--- config.mk ---
export PLATFORM = sky130hd
export DESIGN_NAME = cpwm_trio
export DESIGN_NICKNAME = d
export VERILOG_FILES = /design/src/rtl/cpwm_pkg.sv /design/src/rtl/cpwm_timebase.sv /design/src/rtl/cpwm_deadband.sv /design/src/rtl/cpwm_guard.sv /design/src/rtl/cpwm_trio.sv
export SDC_FILE = /design/constraint.sdc
export NUM_CORES = 1
export LEC_CHECK = 0
export BUFFER_PORTS_ARGS = -buffer_cell sky130_fd_sc_hd__buf_4
export CORE_MARGIN = 2
export CORE_UTILIZATION = 30
export DETAILED_ROUTE_END_ITERATION = 10
export PLACE_DENSITY = 0.59
export SLEW_MARGIN = 20
export SYNTH_ARGS = -nofsm -noshare
export SYNTH_HDL_FRONTEND = slang
export SYNTH_SLANG_ARGS = --single-unit
--- constraint.sdc ---
create_clock -name clk -period 2.5 [get_ports clk]
set_clock_uncertainty 0.2 [all_clocks]
set_input_delay 0.25 -clock clk [delete_from_list [all_inputs] [get_ports clk]]
set_output_delay 0.25 -clock clk [all_outputs]
set_load 0.01 [all_outputs]
--- src/rtl/cpwm_pkg.sv ---
`timescale 1ns/1ps
package cpwm_pkg;

   // Settings that the lock request freezes
   typedef struct packed {
      logic brk_en;
      logic brk_pol;
      logic auto_oe;
      logic idle_main;
      logic idle_comp;
   } cpwm_lockset_t;

   // Pin level from activity and an active-low flag
   function automatic logic pin_level(input logic act, input logic act_low);
      return act ^ act_low;
   endfunction

endpackage

--- src/rtl/cpwm_timebase.sv ---
`timescale 1ns/1ps
module cpwm_timebase #(
   parameter int CNT_W = 16,
   parameter int NCH   = 3
) (
   input  logic                   clk,
   input  logic                   rst_n,
   input  logic [CNT_W-1:0]       period_i,
   input  logic [NCH*CNT_W-1:0]   cmp_i,
   output logic [NCH-1:0]         ref_o,
   output logic                   upd_o
);
   localparam logic [CNT_W-1:0] CNT_ONE = CNT_W'(1);

   logic [CNT_W-1:0]     cnt_q;
   logic [CNT_W-1:0]     per_q;
   logic [NCH*CNT_W-1:0] cmp_q;

   assign upd_o = (cnt_q == per_q);

   always_ff @(posedge clk or negedge rst_n) begin
      if (!rst_n) begin
         cnt_q <= '0;
         per_q <= '0;
         cmp_q <= '0;
      end else if (upd_o) begin
         cnt_q <= '0;
         per_q <= period_i;
         cmp_q <= cmp_i;
      end else begin
         cnt_q <= cnt_q + CNT_ONE;
      end
   end

   // PWM mode 2: reference active from the compare value to period end
   for (genvar g = 0; g < NCH; g++) begin : g_cmp
      assign ref_o[g] = (cnt_q >= cmp_q[g*CNT_W +: CNT_W]);
   end

   p_cnt_range_r1: assert property (@(posedge clk) disable iff (!rst_n)
      cnt_q <= per_q);
   p_wrap_r1: assert property (@(posedge clk) disable iff (!rst_n)
      upd_o |=> (cnt_q == '0));
   p_preload_r2: assert property (@(posedge clk) disable iff (!rst_n)
      !upd_o |=> ($stable(per_q) && $stable(cmp_q)));

endmodule

--- src/rtl/cpwm_deadband.sv ---
`timescale 1ns/1ps
module cpwm_deadband #(
   parameter int DT_W = 8
) (
   input  logic            clk,
   input  logic            rst_n,
   input  logic            ref_i,
   input  logic [DT_W-1:0] dead_i,
   output logic            main_act_o,
   output logic            comp_act_o
);
   localparam logic [DT_W-1:0] DT_ONE = DT_W'(1);

   logic            ref_q;
   logic [DT_W-1:0] dcnt_q;
   logic            settled;

   always_ff @(posedge clk or negedge rst_n) begin
      if (!rst_n) begin
         ref_q  <= 1'b0;
         dcnt_q <= '0;
      end else begin
         ref_q <= ref_i;
         if (ref_i != ref_q) begin
            dcnt_q <= dead_i;
         end else if (dcnt_q != '0) begin
            dcnt_q <= dcnt_q - DT_ONE;
         end
      end
   end

   assign settled    = (dcnt_q == '0);
   assign main_act_o = ref_q & settled;
   assign comp_act_o = ~ref_q & settled;

   // every reference edge opens a gap with both outputs off
   p_gap_r5: assert property (@(posedge clk) disable iff (!rst_n)
      ((ref_i != ref_q) && (dead_i != '0)) |=> (!main_act_o && !comp_act_o));
   // a restarted gap keeps the newly requested output off
   p_restart_r6: assert property (@(posedge clk) disable iff (!rst_n)
      ((dcnt_q > DT_ONE) && (ref_i == ref_q)) |=> (!main_act_o && !comp_act_o));

endmodule

--- src/rtl/cpwm_guard.sv ---
`timescale 1ns/1ps
module cpwm_guard
   import cpwm_pkg::*;
#(
   parameter int   DT_W          = 8,
   parameter int   SYNC_BRK      = 0,
   parameter logic IDLE_MAIN_RST = 1'b1,
   parameter logic IDLE_COMP_RST = 1'b0
) (
   input  logic            clk,
   input  logic            rst_n,
   input  logic [DT_W-1:0] dead_i,
   input  cpwm_lockset_t   set_i,
   input  logic            lock_req_i,
   input  logic            moe_set_i,
   input  logic            brk_i,
   input  logic            upd_i,
   output logic            gate_o,
   output logic [DT_W-1:0] dead_o,
   output cpwm_lockset_t   set_o
);
   localparam cpwm_lockset_t SET_RST = '{brk_en: 1'b0, brk_pol: 1'b0, auto_oe: 1'b0,
                                         idle_main: IDLE_MAIN_RST, idle_comp: IDLE_COMP_RST};

   logic            locked_q;
   logic [DT_W-1:0] dead_q;
   cpwm_lockset_t   set_q;
   logic            moe_q;
   logic            brk_s;
   logic            brk_act;

   if (SYNC_BRK != 0) begin : g_brk_sync
      logic [1:0] sync_q;
      always_ff @(posedge clk or negedge rst_n) begin
         if (!rst_n) sync_q <= '0;
         else        sync_q <= {sync_q[0], brk_i};
      end
      assign brk_s = sync_q[1];
   end else begin : g_brk_async
      assign brk_s = brk_i;
   end

   assign brk_act = set_q.brk_en & (brk_s ^ set_q.brk_pol);
   assign gate_o  = moe_q & ~brk_act;
   assign dead_o  = dead_q;
   assign set_o   = set_q;

   always_ff @(posedge clk or negedge rst_n) begin
      if (!rst_n) begin
         locked_q <= 1'b0;
         dead_q   <= '0;
         set_q    <= SET_RST;
      end else begin
         if (!locked_q) begin
            dead_q <= dead_i;
            set_q  <= set_i;
         end
         if (lock_req_i) locked_q <= 1'b1;
      end
   end

   always_ff @(posedge clk or negedge rst_n) begin
      if (!rst_n) begin
         moe_q <= 1'b0;
      end else if (brk_act) begin
         moe_q <= 1'b0;
      end else if (moe_set_i || (set_q.auto_oe && upd_i)) begin
         moe_q <= 1'b1;
      end
   end

   p_brk_clear_r7: assert property (@(posedge clk) disable iff (!rst_n)
      brk_act |=> !moe_q);
   p_manual_r8: assert property (@(posedge clk) disable iff (!rst_n)
      (moe_set_i && !brk_act) |=> moe_q);
   p_auto_r9: assert property (@(posedge clk) disable iff (!rst_n)
      (!brk_act && set_q.auto_oe && upd_i) |=> moe_q);
   p_frozen_r11: assert property (@(posedge clk) disable iff (!rst_n)
      locked_q |=> ($stable(dead_q) && $stable(set_q)));

endmodule

--- src/rtl/cpwm_trio.sv ---
`timescale 1ns/1ps
module cpwm_trio
   import cpwm_pkg::*;
#(
   parameter int   CNT_W         = 16,
   parameter int   NCH           = 3,
   parameter int   DT_W          = 8,
   parameter int   SYNC_BRK      = 0,
   parameter logic IDLE_MAIN_RST = 1'b1,
   parameter logic IDLE_COMP_RST = 1'b0
) (
   input  logic                 clk,
   input  logic                 rst_n,
   input  logic [CNT_W-1:0]     cfg_period,
   input  logic [NCH*CNT_W-1:0] cfg_cmp,
   input  logic [DT_W-1:0]      cfg_dead,
   input  logic                 cfg_pol_main,
   input  logic                 cfg_pol_comp,
   input  logic                 cfg_idle_main,
   input  logic                 cfg_idle_comp,
   input  logic                 cfg_brk_en,
   input  logic                 cfg_brk_pol,
   input  logic                 cfg_auto_oe,
   input  logic                 lock_req,
   input  logic                 moe_set,
   input  logic                 brk_in,
   output logic [NCH-1:0]       pwm_main,
   output logic [NCH-1:0]       pwm_comp,
   output logic                 upd_pulse
);
   // elaboration-time parameter checks
   if (CNT_W < 2 || CNT_W > 32) begin : g_bad_cnt
      $error("cpwm_trio: CNT_W out of range");
   end
   if (NCH < 1 || NCH > 16) begin : g_bad_nch
      $error("cpwm_trio: NCH out of range");
   end
   if (DT_W < 1 || DT_W > CNT_W) begin : g_bad_dt
      $error("cpwm_trio: DT_W out of range");
   end
   if (SYNC_BRK < 0 || SYNC_BRK > 1) begin : g_bad_sync
      $error("cpwm_trio: SYNC_BRK must be 0 or 1");
   end

   logic [NCH-1:0]  ref_w;
   logic [NCH-1:0]  main_act;
   logic [NCH-1:0]  comp_act;
   logic            gate;
   logic [DT_W-1:0] dead_eff;
   cpwm_lockset_t   set_in;
   cpwm_lockset_t   set_eff;

   assign set_in = '{brk_en: cfg_brk_en, brk_pol: cfg_brk_pol, auto_oe: cfg_auto_oe,
                     idle_main: cfg_idle_main, idle_comp: cfg_idle_comp};

   cpwm_timebase #(.CNT_W(CNT_W), .NCH(NCH)) u_tb (
      .clk      (clk),
      .rst_n    (rst_n),
      .period_i (cfg_period),
      .cmp_i    (cfg_cmp),
      .ref_o    (ref_w),
      .upd_o    (upd_pulse)
   );

   cpwm_guard #(
      .DT_W(DT_W), .SYNC_BRK(SYNC_BRK),
      .IDLE_MAIN_RST(IDLE_MAIN_RST), .IDLE_COMP_RST(IDLE_COMP_RST)
   ) u_guard (
      .clk        (clk),
      .rst_n      (rst_n),
      .dead_i     (cfg_dead),
      .set_i      (set_in),
      .lock_req_i (lock_req),
      .moe_set_i  (moe_set),
      .brk_i      (brk_in),
      .upd_i      (upd_pulse),
      .gate_o     (gate),
      .dead_o     (dead_eff),
      .set_o      (set_eff)
   );

   for (genvar g = 0; g < NCH; g++) begin : g_ch
      cpwm_deadband #(.DT_W(DT_W)) u_db (
         .clk        (clk),
         .rst_n      (rst_n),
         .ref_i      (ref_w[g]),
         .dead_i     (dead_eff),
         .main_act_o (main_act[g]),
         .comp_act_o (comp_act[g])
      );
      assign pwm_main[g] = gate ? pin_level(main_act[g], cfg_pol_main) : set_eff.idle_main;
      assign pwm_comp[g] = gate ? pin_level(comp_act[g], cfg_pol_comp) : set_eff.idle_comp;
   end

   p_idle_r8: assert property (@(posedge clk) disable iff (!rst_n)
      !gate |-> ((pwm_main == {NCH{set_eff.idle_main}}) && (pwm_comp == {NCH{set_eff.idle_comp}})));
   p_pair_r5: assert property (@(posedge clk) disable iff (!rst_n)
      gate |-> ((main_act & comp_act) == '0));

endmodule

Word-level counts from Yosys, hierarchy flattened
Index checks and enable logic that the tools add are counted.
{"block": "classes", "addsub": 4, "order_cmp": 3, "n_eq_ne": 4, "n_mux": 15, "bitwise_logic": 19, "reduce_logical": 12}
{"op": "$ge 16x16->1", "n": 3}
{"op": "$mux 8", "n": 6}
{"op": "$logic_not 8->1", "n": 3}
{"op": "$reduce_bool 8->1", "n": 3}
{"op": "$sub 8x1->8 const B", "n": 3}
{"op": "$add 16x1->16 const B", "n": 1}
{"op": "$eq 16x16->1", "n": 1}
{"op": "$mux 16", "n": 1}
{"op": "$and 1x1->1", "n": 8}
{"op": "$mux 1", "n": 8}
{"op": "$reduce_bool 2->1", "n": 4}
{"op": "$xor 1x1->1", "n": 7}
{"op": "$not 1->1", "n": 4}
{"op": "$ne 1x1->1", "n": 3}
{"op": "$logic_and 1x1->1", "n": 1}
{"op": "$logic_or 1x1->1", "n": 1}
{"block": "word_totals", "regBits": 122, "in_bits": 84, "output_inout_bits": 7, "word_cells": 74}

Logic depth before layout (Yosys ltp)
Gate-level depths: netlist of run 1.
{"block": "depth", "word_depth": 5, "ltp_mapped": 9, "depth_no_buf": 9}

Hierarchy
A second synthesis of run 1 with hierarchy kept.
{"block": "hier_totals", "hier_cells": 677, "hier_area_um2": 6616.3}
{"mod": "cpwm_timebase", "instances": 1, "cells_each": 442, "area_per_inst_um2": 4326.6, "seq_area_each_um2": 2001.9}
{"mod": "cpwm_deadband", "instances": 3, "cells_each": 62, "area_per_inst_um2": 541.8, "seq_area_each_um2": 225.2}
{"mod": "cpwm_guard", "instances": 1, "cells_each": 34, "area_per_inst_um2": 569.3, "seq_area_each_um2": 376.6}
{"mod": "cpwm_trio", "instances": 1, "cells_each": 15, "area_per_inst_um2": 95.1, "seq_area_each_um2": 0.0}

Least setup slack after synthesis of run 1
No wires, ideal clock.
{"block": "synth_path", "path_kind": "reg-to-reg", "start": "reg u_tb.cnt_q[0]", "end": "reg g_ch[0].u_db.dcnt_q[3]", "setup_time_ps": 125, "t_arrival_ps": 2344, "required_time_ps": 2175, "setup_slack_ps": -169, "path_stages_with_launch": 10, "path_buffers": 0, "synth_period_minus_slack_ps": 2669, "path_cell_list": "dfrtp_1 inv_1 ha_1 nand2b_4 a2111oi_2 nor3_2 a211oi_2 o31ai_4 xor2_4 mux2_4"}
{"block": "synth_between", "elab_chain_len": 3, "elab_cells_between_ends": 4, "cone_classes": "1 x order compare; 1 x eq/ne; 1 x mux; 1 x reduce/logical"}
{"element": "from (decl)", "line": "cpwm_timebase.sv:15", "rtl": "logic [CNT_W-1:0] cnt_q;"}
{"element": "from (signal assigned)", "line": "cpwm_timebase.sv:31", "rtl": "cnt_q <= cnt_q + CNT_ONE;"}
{"element": "$ge 16x16->1 (*)", "line": "cpwm_timebase.sv:37", "rtl": "assign ref_o[g] = (cnt_q >= cmp_q[g*CNT_W +: CNT_W]);"}
{"element": "via g_ch[0].u_db.ref_i", "line": "cpwm_deadband.sv:7", "rtl": "input logic ref_i,"}
{"element": "$ne 1x1->1 (*)", "line": "cpwm_deadband.sv:24", "rtl": "if (ref_i != ref_q) begin"}
{"element": "$mux 8 / $reduce_bool 2->1 (equally long branches)"}
{"element": "to (signal assigned)", "line": "cpwm_deadband.sv:25", "rtl": "dcnt_q <= dead_i;"}
{"element": "to (signal assigned)", "line": "cpwm_deadband.sv:27", "rtl": "dcnt_q <= dcnt_q - DT_ONE;"}
{"element": "to (decl)", "line": "cpwm_deadband.sv:15", "rtl": "logic [DT_W-1:0] dcnt_q;"}
Mark *: on every way through the listed nets, which the timed path passes. The rest lies on a longest branch.
A chain may end at the register's enable or synchronous reset.

Worst setup path after layout of run 1
{"block": "layout_path", "start": "reg g_ch[0].u_db.dcnt_q[0]", "end": "out pwm_main[0]"}
{"block": "layout_between", "elab_chain_len": 4}
{"element": "$logic_not 8->1", "line": "cpwm_deadband.sv:32", "rtl": "assign settled = (dcnt_q == '0);"}
{"element": "$and 1x1->1", "line": "cpwm_deadband.sv:33", "rtl": "assign main_act_o = ref_q & settled;"}
{"element": "$xor 1x1->1", "line": "cpwm_pkg.sv:15", "rtl": "return act ^ act_low;"}
{"element": "$mux 1", "line": "cpwm_trio.sv:91", "rtl": "assign pwm_main[g] = gate ? pin_level(main_act[g], cfg_pol_main) : set_eff.idle_main;"}
{"element": "to (decl)", "line": "cpwm_trio.sv:27", "rtl": "output logic [NCH-1:0] pwm_main,"}
No other way between the ends.

==> results.py, run 1 <==
metrics = {
    "setup_path": {
        "crit_slowest_cell": "dfrtp_1",
        "cp_data_arrival_time_ns": 2.21,
        "critPathMaxStageDelay_ns": 0.39,
        "reg2reg_slack_ns": -0.10,
        "worstSetupPathType": "register to primary output",
        "critPathTopFamily": "simple AND/OR/NAND/NOR gates",
        "startpoint_type": "register",
        "cp.required_ns": 2.05,
        "path_max_fanout": 3,
        "critical_path_buf_inv_count": 2,
        "r2r-end": "g_ch[1].u_db.dcnt_q[5]$_DFFE_PN0P_",
        "rr_worst_depth": 10,
        "end_kind": "primary output",
        "critPathLaunch": "g_ch[0].u_db.dcnt_q[0]$_DFFE_PN0P_",
        "crit_cells": 9,
        "r2r_start": "u_tb.cnt_q[0]$_DFF_PN0_",
        "cp_cell_sequence": "inv_2 -> ha_4 -> nand2_4 -> or3_4 -> nor3_4 -> nand2_2 -> xor2_1 -> a31oi_1 -> buf_4",
        "endpoint": "pwm_main[0]",
    },
    "place": {
        "place_hpwl_mm": 11.6,
        "port_buffers": 90,
        "place_congestion": 0.793,
    },
    "route": {
        "vias": 5399,
        "routedWlPerCell_um": 15.2,
        "postRouteAntennaNets": 0,
        "post-route-drc-count": 0,
        "drtIter0Drc": 216,
        "dr.pass1.iters": 4,
        "routed_via_density": 4.61,
        "wirelength_mm": 17.8,
    },
    "global_routing": {
        "grt_pass1_vias": 5626,
        "grt_max_degree": 53,
        "antenna_found_initial": 1,
        "grt_pass1_wl_mm": 28.3,
        "overflow": 0,
        "track_usage": 0.153,
    },
    "floorplanning": {
        "io_pins": 91,
        "die_width_um": 153,
        "initial_core_util": 0.305,
        "core-area_um2": 21800,
        "core.rowCount": 54,
        "fp.dieArea_um2": 23400,
        "die_h_um": 153,
    },
    "timing": {
        "finalCritPeriodShare": 1.06,
        "tightest_slew_ns": 0.582,
        "report.final.slew_viol_count": 0,
        "tns_ns": -1.73,
        "worst_slew_margin_rel": 0.612,
        "fmax_mhz": 376,
        "fin_ws_ns": -0.161,
        "fin_hold_ws_ns": 0.170,
        "min_period_ns": 2.66,
        "rsz0062_at_grt": "yes",
        "finalSetupViolations": 19,
        "final-hold-violation-count": 0,
    },
    "worst_hold_path": {
        "hold_class": "input port to async pin",
    },
    "synth": {
        "synth_nets": 762,
        "yosys_warnings": 0,
        "synth_cell_type_count": 43,
        "synth_async_sr_flop_share": 1.00,
        "synthFlopType": "dfrtp_1",
        "synth_edf_count": 0,
        "netlist_area_um2": 6670,
        "synthCells": 626,
        "ys_seq_area_frac": 0.458,
        "synth_seq_cells": 122,
        "postSynthAreaPerCell_um2": 10.6,
    },
    "cells_and_area": {
        "antennaDiodeCount": 0,
        "multi_input_area_um2": 3660,
        "fillers": 1979,
        "final_util": 0.466,
        "layout_commonest_cell": "buf_4",
        "final_layout_size_suffix_gt1_frac": 0.366,
        "final-seq-area_um2": 3070,
        "layout_common_cells": "146 x buf_4, 111 x dfrtp_1, 81 x dlygate4sd3_1",
        "synthToLayoutAreaGrowth_pct": 52.6,
        "fin_nets": 1015,
    },
    "status": {
        "status": "complete, but fails checks",
        "violations": "setup timing",
    },
    "power": {
        "p_per_area_nw_per_um2": 718,
        "p_int_mw": 5.17,
        "clock_power_share": 0.330,
        "combPwrFrac": 0.309,
        "switching_share": 0.292,
        "leakage_nw": 4.61,
        "seqPwrFrac": 0.361,
        "peakVddDrop_v": 0.000397,
        "p_sw_mw": 2.14,
    },
    "cts": {
        "path_clk_slew_ns": 0.06,
        "cts_made_buffers": 17,
        "cts_buffer_depth": 2,
        "h-tree-depth": 4,
        "clk_latency_ns": 0.42,
        "root_buffer": "clkbuf_16",
        "cts_tree": "built",
        "clock-sinks": 122,
    },
    "job": {
        "maxCapViolations": 0,
    },
}
power by group through the flow:
stage	Sequential, mW	Combinational (mW)	Clock (mW)
after floorplan	2.56	1.22	0
after global placement	2.63	1.68	0
after detailed placement	2.64	1.72	0
after CTS	2.61	2.09	2.47
after global routing	2.68	2.49	2.55
final	2.64	2.26	2.41
cells by family after synthesis:
family                     count (synthesis)  share of synthesized area
AOI/OAI and AO/OA                        104                     0.0991
xor gates and xnor gates                  49                     0.0711
adders and majority gates                 52                     0.0976
buffers and inverters                     67                     0.0389
DFF                                      122                      0.458
muxes                                     59                      0.109
and+or+nand+nor                          173                      0.127
synthesized netlist by cell type (2+ instances only):
master     instances  area (um^2)
dfrtp_1          121         3030
nand2_1           75          282
o21ai_0           56          280
ha_1              52          651
inv_1             52          195
mux2_2            43          484
nor2_1            34          128
xnor2_1           31          272
a21oi_1           24          120
mux2_4            16          240
xor2_1            15          131
nand3_1           12         60.1
nand4_1           12         75.1
clkbuf_1           9         33.8
nor3_1             7         35.0
a31oi_1            6         37.5
buf_2              6         30.0
and3_1             4         25.0
nor2b_1            4         25.0
nor3_2             4         40.0
or3_1              4         25.0
a21o_1             3         22.5
nand2b_1           3         18.8
nor4_1             3         18.8
a2111oi_2          2         30.0
a2111oi_4          2         55.1
a211oi_2           2         25.0
nand2b_4           2         27.5
nor3b_1            2         15.0
o21a_1             2         15.0
o21ai_1            2         10.0
o31ai_1            2         15.0
o31ai_4            2         42.5
or4_1              2         15.0
xor2_4             2         55.1
per-layer routing:
layer,wire length [um],track usage
met5,0,0
met4,403,0.0586
met3,755,0.0363
met2,8650,0.252
met1,7990,0.195
registers in the layout, indices dropped and copies added (netlist names):
name,cells
g_ch.u_db.dcnt_q,24
g_ch.u_db.ref_q,3
u_guard.dead_o,8
u_guard.locked_q,1
u_guard.moe_q,1
u_guard.set_o,5
u_tb.cmp_q,48
u_tb.cnt_q,16
u_tb.per_q,16
area by class of cell:
cell class | instances | area share
well taps | 280 | 0.0344
flip-flops and latches | 122 | 0.302
multi-input cells | 437 | 0.360
clock buffers | 20 | 0.0449
clock inverters | 11 | 0.0119
repair buffers | 249 | 0.228
inverters | 52 | 0.0192
worst register-to-register path, stage by stage, from the launching register on:
cell and delay [ns]:
dfrtp_1 0.38, inv_2 0.13, ha_4 0.21, nand2b_4 0.14, a2111oi_4 0.32, nor3_2 0.08
a211oi_2 0.24, o31ai_4 0.13, xor2_4 0.18, buf_12 0.16, mux2_4 0.29
per-stage QoR:
step | instance area, um^2 | setup slack, ns | std cells | power (mW)
final | 10200 | -0.161 | 1171 | 7.31
after global routing | 10200 | -0.275 | 1171 | 7.73
after CTS | 9810 | -0.195 | 1164 | 7.16
after detailed placement | 8040 | -0.150 | 1026 | 4.35
after global placement | 8040 | -0.122 | 1026 | 4.32
after floorplan | 6690 | -0.0602 | 626 | 3.78
how the worst min path moves through the flow:
stage,to,cells after the start,from,slack (ns)
after floorplan,g_ch[0].u_db.dcnt_q[0]$_DFFE_PN0P_,0,rst_n,-0.25
after global placement,u_guard.set_o[4]$_DFFE_PN0N_,1,rst_n,0.07
after detailed placement,u_guard.set_o[4]$_DFFE_PN0N_,1,rst_n,0.08
after CTS,u_guard.set_o[4]$_DFFE_PN0N_,2,rst_n,0.18
after global routing,u_guard.set_o[3]$_DFFE_PN0N_,2,rst_n,0.21
final,u_guard.set_o[4]$_DFFE_PN0N_,2,rst_n,0.17
repair_timing:
action,in CTS,in global routing
setup buffers,25,8
gates cloned,2,3
hold endpoints to repair,116,0
gates resized for setup,28,51
hold buffers,81,0
setup endpoints to repair,31,63
pin swaps,13,19
Note: power is estimated with default switching activity, not from simulation.
==> run 2: changes to the inputs <==
CORE_UTILIZATION = 23   (was 30)
GPL_TIMING_DRIVEN = 0   (was default)
PLACE_DENSITY = 0.5   (was 0.59)
==> run 2 against run 1 <==
  * The run still ends with setup timing left
  * Highest routed layer unchanged
  * Register-to-register slack lost 0.06 ns
  * Global-route usage shrank 2.8 points
  * Worst hold slack lost 0.081 ns
  * Non-clock buffer count shrank 20
  * Largest cell class unchanged
==> results.py, run 2 (synthesis gave the netlist of run 1 again) <==
metrics = {
    "floorplanning": {
        "fp.dieArea_um2": 30400,
        "die_width_um": 174,
        "initial_core_util": 0.233,
        "die_h_um": 174,
        "core-area_um2": 28600,
        "io_pins": 91,
        "core.rowCount": 62,
    },
    "global_routing": {
        "grt_use_met2": 0.211,
        "antenna_found_initial": 0,
        "use_met1": 0.158,
        "overflow": 0,
        "grt_pass1_wl_mm": 29.2,
        "track_usage": 0.126,
        "grt_busiest_layer": "met2",
        "grt_max_degree": 93,
        "met3_usage": 0.0302,
        "grt_pass1_vias": 5362,
    },
    "cells_and_area": {
        "top_register": "u_tb.cmp_q",
        "synthToLayoutAreaGrowth_pct": 51.4,
        "reg_top3": "u_tb.cmp_q: 48 flops, g_ch.u_db.dcnt_q: 24 flops",
        "final_cells": 1256,
        "fin_nets": 995,
        "largest_reg_flops": 48,
        "antennaDiodeCount": 0,
        "final_layout_size_suffix_gt1_frac": 0.353,
        "layout_commonest_cell": "buf_4",
        "design_area_um2": 10100,
        "layout_common_cells": "122 x buf_4, 104 x dfrtp_1, 81 x dlygate4sd3_1",
        "final_util": 0.353,
    },
    "worst_hold_path": {
        "hold_class": "input port to async pin",
    },
    "status": {
        "violations": "setup timing",
        "status": "complete, but fails checks",
    },
    "route": {
        "postRouteAntennaNets": 0,
        "post-route-drc-count": 0,
        "drtIter0Drc": 234,
        "wirelength_mm": 18.5,
        "routed_via_density": 4.21,
        "dr.pass1.iters": 4,
        "routedWlPerCell_um": 14.7,
        "vias": 5286,
    },
    "timing": {
        "fmax_mhz": 376,
        "min_period_ns": 2.66,
        "worst_slew_margin_rel": 0.634,
        "final-hold-violation-count": 0,
        "fin_ws_ns": -0.160,
        "tightest_slew_ns": 0.549,
        "finalCritPeriodShare": 1.06,
        "fin_hold_ws_ns": 0.0891,
        "tns_ns": -2.43,
        "report.final.slew_viol_count": 0,
        "rsz0062_at_grt": "yes",
        "finalSetupViolations": 18,
    },
    "place": {
        "post-place-cells": 1101,
        "place_congestion": 0.762,
        "placed_area_um2": 7880,
        "place_hpwl_mm": 12.2,
        "port_buffers": 90,
        "post-place-ws_ns": -0.463,
    },
    "setup_path": {
        "cp_data_arrival_time_ns": 2.76,
        "worstSetupPathType": "register to register",
        "end_kind": "register",
        "cp.required_ns": 2.60,
        "startpoint_type": "register",
        "path_max_fanout": 6,
    },
    "cts": {
        "clk_latency_ns": 0.42,
        "h-tree-depth": 4,
        "cts_made_buffers": 17,
        "path_clk_slew_ns": 0.06,
        "cts_tree": "built",
        "cts_buffer_depth": 2,
        "clock-sinks": 122,
        "root_buffer": "clkbuf_16",
    },
    "power": {
        "peakVddDrop_v": 0.000476,
        "p_per_area_nw_per_um2": 732,
        "leakage_nw": 4.45,
        "p_total_mw": 7.39,
    },
    "job": {
        "maxCapViolations": 0,
    },
}
## run 2: metal layers
| layer | wire [um] | vias to the layer above |
|---|---|---|
| li1 | - | 2632 |
| met1 | 8550 | 2535 |
| met2 | 8960 | 100 |
| met3 | 733 | 19 |
| met4 | 285 | 0 |
| met5 | 0 | - |
## run 2: area by class of cell
type / count / area, um^2
fillers: 2862 / 18500
multi-input cells: 437 / 3710
flip-flops and latches: 122 / 3080
repair buffers: 216 / 1940
well taps: 384 / 480
clock buffers: 22 / 474
inverters: 52 / 198
clock inverters: 10 / 141
plain buffers: 13 / 63.8
## run 2: worst max-delay path, cell delays in order, from the launching register on
cell and delay [ns]:
dfrtp_2 0.43, inv_4 0.08, buf_6 0.10, ha_4 0.18
nand2b_4 0.14, a2111oi_4 0.32, nor3_2 0.07, a211oi_2 0.24
o31ai_4 0.14, xor2_4 0.20, buf_12 0.15, mux2_4 0.30
## run 2: what timing repair did
action / in CTS / in global routing
setup buffers: 28 / 16
gates resized for setup: 52 / 47
hold endpoints to repair: 201 / 0
hold buffers: 81 / 0
endpoints found under the setup margin: 109 / 47
pin swaps: 17 / 23
## run 2: path summary, 6_finish.rpt
| path | from | endpoint | slack [ns] | cells after the start |
|---|---|---|---|---|
| worst max register to register | u_tb.cnt_q[0]$_DFF_PN0_ | g_ch[1].u_db.dcnt_q[5]$_DFFE_PN0P_ | -0.16 | 11 |
| worst max-delay path | u_tb.cnt_q[0]$_DFF_PN0_ | g_ch[1].u_db.dcnt_q[5]$_DFFE_PN0P_ | -0.16 | 11 |
| worst min register to register | u_guard.set_o[4]$_DFFE_PN0N_ | u_guard.moe_q$_DFFE_PN0P_ | 0.26 | 1 |
| worst min-delay path | rst_n | g_ch[0].u_db.dcnt_q[5]$_DFFE_PN0P_ | 0.09 | 2 |
| min in group clk | u_guard.set_o[4]$_DFFE_PN0N_ | u_guard.moe_q$_DFFE_PN0P_ | 0.26 | 1 |
| max in group asynchronous | rst_n | u_tb.cnt_q[14]$_DFF_PN0_ | 1.19 | 3 |
## run 2: power breakdown
part | internal [mW] | switching (mW) | leakage, nW
Combinational | 1.31 | 0.819 | 2.72
Sequential | 2.30 | 0.392 | 1.44
Clock | 1.65 | 0.928 | 0.296
